[config.mk]
export PLATFORM = sky130hd
export DESIGN_NAME = pci_rd_initiator
export DESIGN_NICKNAME = d
export VERILOG_FILES = /design/src/rtl/pci_rd_pkg.sv /design/src/rtl/pci_rd_beat_ctr.sv /design/src/rtl/pci_rd_bus_drive.sv /design/src/rtl/pci_rd_capture.sv /design/src/rtl/pci_rd_initiator.sv
export SDC_FILE = /design/constraint.sdc
export NUM_CORES = 1
export LEC_CHECK = 0
export CORE_UTILIZATION = 45
export CTS_CLUSTER_DIAMETER = 40
export DETAILED_ROUTE_END_ITERATION = 6
export PLACE_DENSITY = 0.85
export SLEW_MARGIN = 5
export SYNTH_ARGS = -nofsm -noshare
export SYNTH_HDL_FRONTEND = slang
export SYNTH_SLANG_ARGS = --single-unit
[constraint.sdc]
create_clock -name clk -period 2.15 [get_ports clk]
set_input_delay 0.5375 -clock clk [delete_from_list [all_inputs] [get_ports clk]]
set_output_delay 0.5375 -clock clk [all_outputs]
set_load 0.05 [all_outputs]
[src/rtl/pci_rd_pkg.sv]
package pci_rd_pkg;

  typedef enum logic [1:0] {
    ST_IDLE = 2'd0,
    ST_ADDR = 2'd1,
    ST_DATA = 2'd2,
    ST_TAIL = 2'd3
  } rd_state_e;

  localparam logic [3:0] CMD_MEM_READ = 4'b0110;

  // beats completed so far equal the requested count minus one
  function automatic bit is_final_beat(input int unsigned beats_done,
                                       input int unsigned len_m1);
    return beats_done == len_m1;
  endfunction

  function automatic int unsigned beats_of(input int unsigned len_m1);
    return len_m1 + 1;
  endfunction

endpackage

[src/rtl/pci_rd_beat_ctr.sv]
module pci_rd_beat_ctr #(
  parameter int LEN_W = 4,
  parameter int CNT_W = LEN_W + 1
) (
  input  logic             clk,
  input  logic             rst_n,
  input  logic             clear,
  input  logic             incr,
  output logic [CNT_W-1:0] count
);
  localparam int MAX_BEATS = 2 ** LEN_W;

  always_ff @(posedge clk) begin
    if (!rst_n)     count <= '0;
    else if (clear) count <= '0;
    else if (incr)  count <= count + 1'b1;
  end


  cnt_bound_chk: assert property (@(posedge clk) disable iff (!rst_n)
    int'(count) <= MAX_BEATS);

endmodule

[src/rtl/pci_rd_bus_drive.sv]
module pci_rd_bus_drive import pci_rd_pkg::*; #(
  parameter int AD_W = 32,
  parameter int BE_W = AD_W / 8
) (
  input  rd_state_e        state,
  input  logic [AD_W-1:0]  addr,
  input  logic [BE_W-1:0]  be,
  input  logic             last_beat,
  output logic [AD_W-1:0]  ad_out,
  output logic             ad_oe,
  output logic [BE_W-1:0]  cbe_out,
  output logic             cbe_oe,
  output logic             frame_n,
  output logic             frame_oe,
  output logic             irdy_n,
  output logic             irdy_oe
);
  localparam logic [BE_W-1:0] RD_CMD = BE_W'(CMD_MEM_READ);

  always_comb begin
    ad_out   = '0;
    ad_oe    = 1'b0;
    cbe_out  = '1;
    cbe_oe   = 1'b0;
    frame_n  = 1'b1;
    frame_oe = 1'b0;
    irdy_n   = 1'b1;
    irdy_oe  = 1'b0;
    unique case (state)
      ST_ADDR: begin
        ad_out   = addr;
        ad_oe    = 1'b1;
        cbe_out  = RD_CMD;
        cbe_oe   = 1'b1;
        frame_n  = 1'b0;
        frame_oe = 1'b1;
        irdy_oe  = 1'b1;
      end
      ST_DATA: begin
        cbe_out  = ~be;
        cbe_oe   = 1'b1;
        frame_n  = last_beat;
        frame_oe = 1'b1;
        irdy_n   = 1'b0;
        irdy_oe  = 1'b1;
      end
      ST_TAIL: begin
        frame_oe = 1'b1;
        irdy_oe  = 1'b1;
      end
      default: ;
    endcase
  end

endmodule

[src/rtl/pci_rd_capture.sv]
module pci_rd_capture #(
  parameter int AD_W = 32
) (
  input  logic            clk,
  input  logic            rst_n,
  input  logic            xfer,
  input  logic            last_beat,
  input  logic [AD_W-1:0] ad_in,
  output logic            rd_valid,
  output logic [AD_W-1:0] rd_data,
  output logic            rd_done
);

  always_ff @(posedge clk) begin
    if (!rst_n) begin
      rd_valid <= 1'b0;
      rd_done  <= 1'b0;
      rd_data  <= '0;
    end else begin
      rd_valid <= xfer;
      rd_done  <= xfer && last_beat;
      if (xfer) rd_data <= ad_in;
    end
  end


  valid_from_xfer_chk: assert property (@(posedge clk) disable iff (!rst_n)
    rd_valid |-> $past(xfer));


  done_with_valid_chk: assert property (@(posedge clk) disable iff (!rst_n)
    rd_done |-> rd_valid);

endmodule

[src/rtl/pci_rd_initiator.sv]
module pci_rd_initiator import pci_rd_pkg::*; #(
  parameter int AD_W  = 32,
  parameter int LEN_W = 4,
  parameter int BE_W  = AD_W / 8
) (
  input  logic             clk,
  input  logic             rst_n,
  input  logic             cmd_start,
  input  logic [AD_W-1:0]  cmd_addr,
  input  logic [LEN_W-1:0] cmd_len_m1,
  input  logic [BE_W-1:0]  cmd_be,
  output logic             rd_valid,
  output logic [AD_W-1:0]  rd_data,
  output logic             rd_done,
  output logic [AD_W-1:0]  bus_ad_out,
  output logic             bus_ad_oe,
  input  logic [AD_W-1:0]  bus_ad_in,
  output logic [BE_W-1:0]  bus_cbe_out,
  output logic             bus_cbe_oe,
  output logic             bus_frame_n,
  output logic             bus_frame_oe,
  output logic             bus_irdy_n,
  output logic             bus_irdy_oe,
  input  logic             bus_trdy_n
);
  localparam int CNT_W = LEN_W + 1;

  rd_state_e        state_q, state_d;
  logic [AD_W-1:0]  addr_q;
  logic [LEN_W-1:0] len_q;
  logic [BE_W-1:0]  be_q;
  logic [CNT_W-1:0] done_cnt;

  // named internal events
  logic start_ok_w;
  logic xfer_w;
  logic last_w;

  assign start_ok_w = cmd_start && (state_q == ST_IDLE);
  assign xfer_w     = (state_q == ST_DATA) && !bus_trdy_n;
  assign last_w     = is_final_beat(int'(done_cnt), int'(len_q));

  always_comb begin
    state_d = state_q;
    unique case (state_q)
      ST_IDLE: if (start_ok_w) state_d = ST_ADDR;
      ST_ADDR: state_d = ST_DATA;
      ST_DATA: if (xfer_w && last_w) state_d = ST_TAIL;
      ST_TAIL: state_d = ST_IDLE;
      default: state_d = ST_IDLE;
    endcase
  end

  always_ff @(posedge clk) begin
    if (!rst_n) begin
      state_q <= ST_IDLE;
      addr_q  <= '0;
      len_q   <= '0;
      be_q    <= '0;
    end else begin
      state_q <= state_d;
      if (start_ok_w) begin
        addr_q <= cmd_addr;
        len_q  <= cmd_len_m1;
        be_q   <= cmd_be;
      end
    end
  end

  pci_rd_beat_ctr #(.LEN_W(LEN_W), .CNT_W(CNT_W)) u_ctr (
    .clk   (clk),
    .rst_n (rst_n),
    .clear (start_ok_w),
    .incr  (xfer_w),
    .count (done_cnt)
  );

  pci_rd_bus_drive #(.AD_W(AD_W), .BE_W(BE_W)) u_drive (
    .state     (state_q),
    .addr      (addr_q),
    .be        (be_q),
    .last_beat (last_w),
    .ad_out    (bus_ad_out),
    .ad_oe     (bus_ad_oe),
    .cbe_out   (bus_cbe_out),
    .cbe_oe    (bus_cbe_oe),
    .frame_n   (bus_frame_n),
    .frame_oe  (bus_frame_oe),
    .irdy_n    (bus_irdy_n),
    .irdy_oe   (bus_irdy_oe)
  );

  pci_rd_capture #(.AD_W(AD_W)) u_cap (
    .clk       (clk),
    .rst_n     (rst_n),
    .xfer      (xfer_w),
    .last_beat (last_w),
    .ad_in     (bus_ad_in),
    .rd_valid  (rd_valid),
    .rd_data   (rd_data),
    .rd_done   (rd_done)
  );


  addr_after_start_chk: assert property (@(posedge clk) disable iff (!rst_n)
    start_ok_w |=> (!bus_frame_n && bus_ad_oe && bus_ad_out == $past(cmd_addr)));


  ad_released_chk: assert property (@(posedge clk) disable iff (!rst_n)
    (bus_irdy_oe && !bus_irdy_n) |-> !bus_ad_oe);


  cbe_stable_chk: assert property (@(posedge clk) disable iff (!rst_n)
    (state_q == ST_DATA && $past(state_q == ST_DATA)) |-> $stable(bus_cbe_out));


  frame_hold_chk: assert property (@(posedge clk) disable iff (!rst_n)
    (state_q == ST_DATA && bus_frame_n) |=> bus_frame_n);


  final_tail_chk: assert property (@(posedge clk) disable iff (!rst_n)
    (xfer_w && bus_frame_n) |=> (bus_irdy_oe && bus_irdy_n && !bus_cbe_oe && !bus_ad_oe));


  busy_start_ignored_chk: assert property (@(posedge clk) disable iff (!rst_n)
    (cmd_start && state_q != ST_IDLE) |=> state_q != ST_ADDR);

endmodule

==> results.cfg <==
[outcome]
status = complete, but fails checks
violations = negative setup slack

[worst_setup_path]
crit_chain = xnor2_2 -> nand3_2 -> or3_4 -> a21oi_4 -> buf_12
cp_slowest_cell = or3_4
path_max_fanout = 4
cpPeakStageDelay_ns = 0.40
crit_arrival_ns = 1.73
r2r_setup_slack_ns = 0.42
r2r-start = state_q[0]
path_delay_family = simple AND/OR/NAND/NOR gates
critPathKind = flop to output port
rr_endpoint = state_q[0]
ff2ff_path_depth = 6
start_kind = flop
crit_required_ns = 1.61
cp-startpoint = u_ctr.count[0]
critPathBufInv = 1
endpoint_kind = output port

[sta]
finClkSkew_ns = 0.01406
min_period_over_period = 1.054
drv_slew = 0
setup_tns_ns = -0.1161
setup_violations = 1
tightest_slew_ns = 0.5409
fmaxAchievable_mhz = 441.3
slew_headroom = 0.6383
rsz0062_at_grt = true
fin_ws_ns = -0.1161
whs_ns = 0.4577
period_minus_slack_ns = 2.266
finalHoldViolations = 0

[cts]
cts_buffers = 9
h-tree-depth = 3
clock_sinks = 81
cts_tree = yes
clkLatencyLatePin_ns = 0.35
path_clk_slew_ns = 0.07
cts-root-buf = clkbuf_8
clk_path_buf_depth = 2
cts_hold_buf = 0

[global_routing]
antenna_found_initial = 0
grt-ovfl-total = 0
grt_pass1_vias = 3184
grt_max_degree = 36
grt_pass1_wl_um = 14810
track_usage = 0.2495

[floorplanning]
rows = 31
die-area_um2 = 7823
die_h_um = 88.45
ioPinCount = 152
start_util = 0.4637
fp.coreArea_um2 = 7253
die_x_um = 88.45

[final_layout]
fill_cells = 442
layout_commonest_cell = nand2_1
drive_gt1_frac = 0.1729
syn_to_final_growth_pct = 70.16
mostFrequentLayoutCells = nand2_1, clkdlybuf4s50_1, dfxtp_1
final_nets = 637
antennaDiodeCount = 0
instances_no_fill = 660

[placement]
dp_cells = 642
port_buffers = 151
gp_congestion = 0.8052
dpl.hpwl_um = 6670
place_ws_ns = 0.1170

[worst_hold_path]
hold_depth = 2
min_from = addr_q[7]
min_to = addr_q[7]
hold_class = flop to flop

[synthesis]
synth_edf_count = 0
yosys_warnings = 0
syn_area_um2 = 3363
syn_area_per_cell_um2 = 8.243
ys_types = 24
synth_seq_cells = 81
synth_nets = 489
synthArstFlopShare = 0
synthesis.instances = 408
synth_seq_area_share = 0.4821
synth_flop_cell = dfxtp_1

[routing]
vias = 3304
avgRoutedWirePerCell_um = 14.93
avgViaCountPerCell = 5.006
drt-initial-drc-count = 169
drc = 0
routed_wl_um = 9851
ant_nets = 0
drt_pass1_iterations = 4

[job]
cap_viol_max_count = 0

[power_and_ir_drop]
p_leak_uw = 0.002137
pwr_density_cell_nw_per_um2 = 1020
ir_worst_vdd_uv = 500.3
total_power_uw = 5839
-- synth_stat cells (all sizes together) (2+ instances only) --
| cell | instances | area, um2 |
|---|---|---|
| nand2 | 151 | 566.8 |
| dfxtp | 81 | 1622 |
| a21boi | 72 | 540.5 |
| and2 | 33 | 206.5 |
| clkbuf | 19 | 71.32 |
| buf | 9 | 55.05 |
| ha | 5 | 62.56 |
| inv | 5 | 18.77 |
| nor2 | 5 | 18.77 |
| a21oi | 4 | 20.02 |
| nor2b | 4 | 25.02 |
| o21ai | 4 | 23.77 |
| xnor2 | 4 | 35.03 |
| xor2 | 4 | 35.03 |
| nand4 | 2 | 12.51 |
-- where the power goes --
| group | total (uW) | switching [uW] | internal, uW |
|---|---|---|---|
| logic | 2870 | 1640 | 1230 |
| clock network | 1120 | 552 | 565 |
| registers | 1850 | 131 | 1720 |
-- stage by stage --
stage	area, um2	util
2_1_floorplan	3369	-
3_3_place_gp	5401	0.7447
3_5_place_dp	5401	0.7447
4_1_cts	5633	0.7766
5_1_grt	5723	0.7890
6_report	5723	0.7890
-- per-layer routing --
metal | global-route usage | part of all wire
met1 | 0.2783 | 0.39
met4 | 0.09091 | 0.025
met3 | 0.07556 | 0.074
met5 | 0 | 0
met2 | 0.4476 | 0.51
-- timing repair --
item / in CTS / in global routing
pin swaps: 2 / 4
resized for setup: 9 / 17
setup endpoints to repair: 5 / 36
buffers inserted: 1 / 1
-- area by class of cell --
type / count / area, um2 / area share
sequential: 81 / 1632 / 0.2851
timing repair buffer: 165 / 2052 / 0.3585
clock buffer: 11 / 141.4 / 0.02470
inverter: 5 / 18.77 / 0.003279
tap: 99 / 123.9 / 0.02164
multi-input combinational: 294 / 1700 / 0.2971
clock inverter: 5 / 55.05 / 0.009620
-- logic make-up after synthesis --
| group | share of synthesized area |
|---|---|
| AND/OR/NAND/NOR | 0.2519 |
| AO/OA/AOI/OAI | 0.1804 |
| flip-flops | 0.4821 |
| buffers and inverters | 0.04315 |
| XOR/XNOR | 0.02083 |
| adder cells (fa/ha/maj) | 0.01860 |
| multiplexers | 0.002976 |
-- worst min-delay path: cells and delay by family (launching register included) --
family           cells  cell delay [ns]
AO/OA/AOI/OAI        1             0.06
flip-flops           1             0.31
AND/OR/NAND/NOR      1             0.04
-- sequential cells by signal (all words and copies together) (netlist names) --
register	cells
u_cap.rd_data	32
len_q	4
u_cap.rd_valid	1
u_cap.rd_done	1
state_q	2
u_ctr.count	5
addr_q	32
be_q	4
-- worst max path at each step --
stage | to | cells after the start | slack [ns]
final | bus_frame_n | 5 | -0.12
after global routing | bus_frame_n | 5 | -0.18
after CTS | bus_frame_n | 5 | -0.07
after detailed placement | bus_frame_n | 5 | 0.12
after global placement | bus_frame_n | 5 | 0.17
after floorplan | bus_frame_n | 4 | -0.16
(Power assumes the default switching activity.)
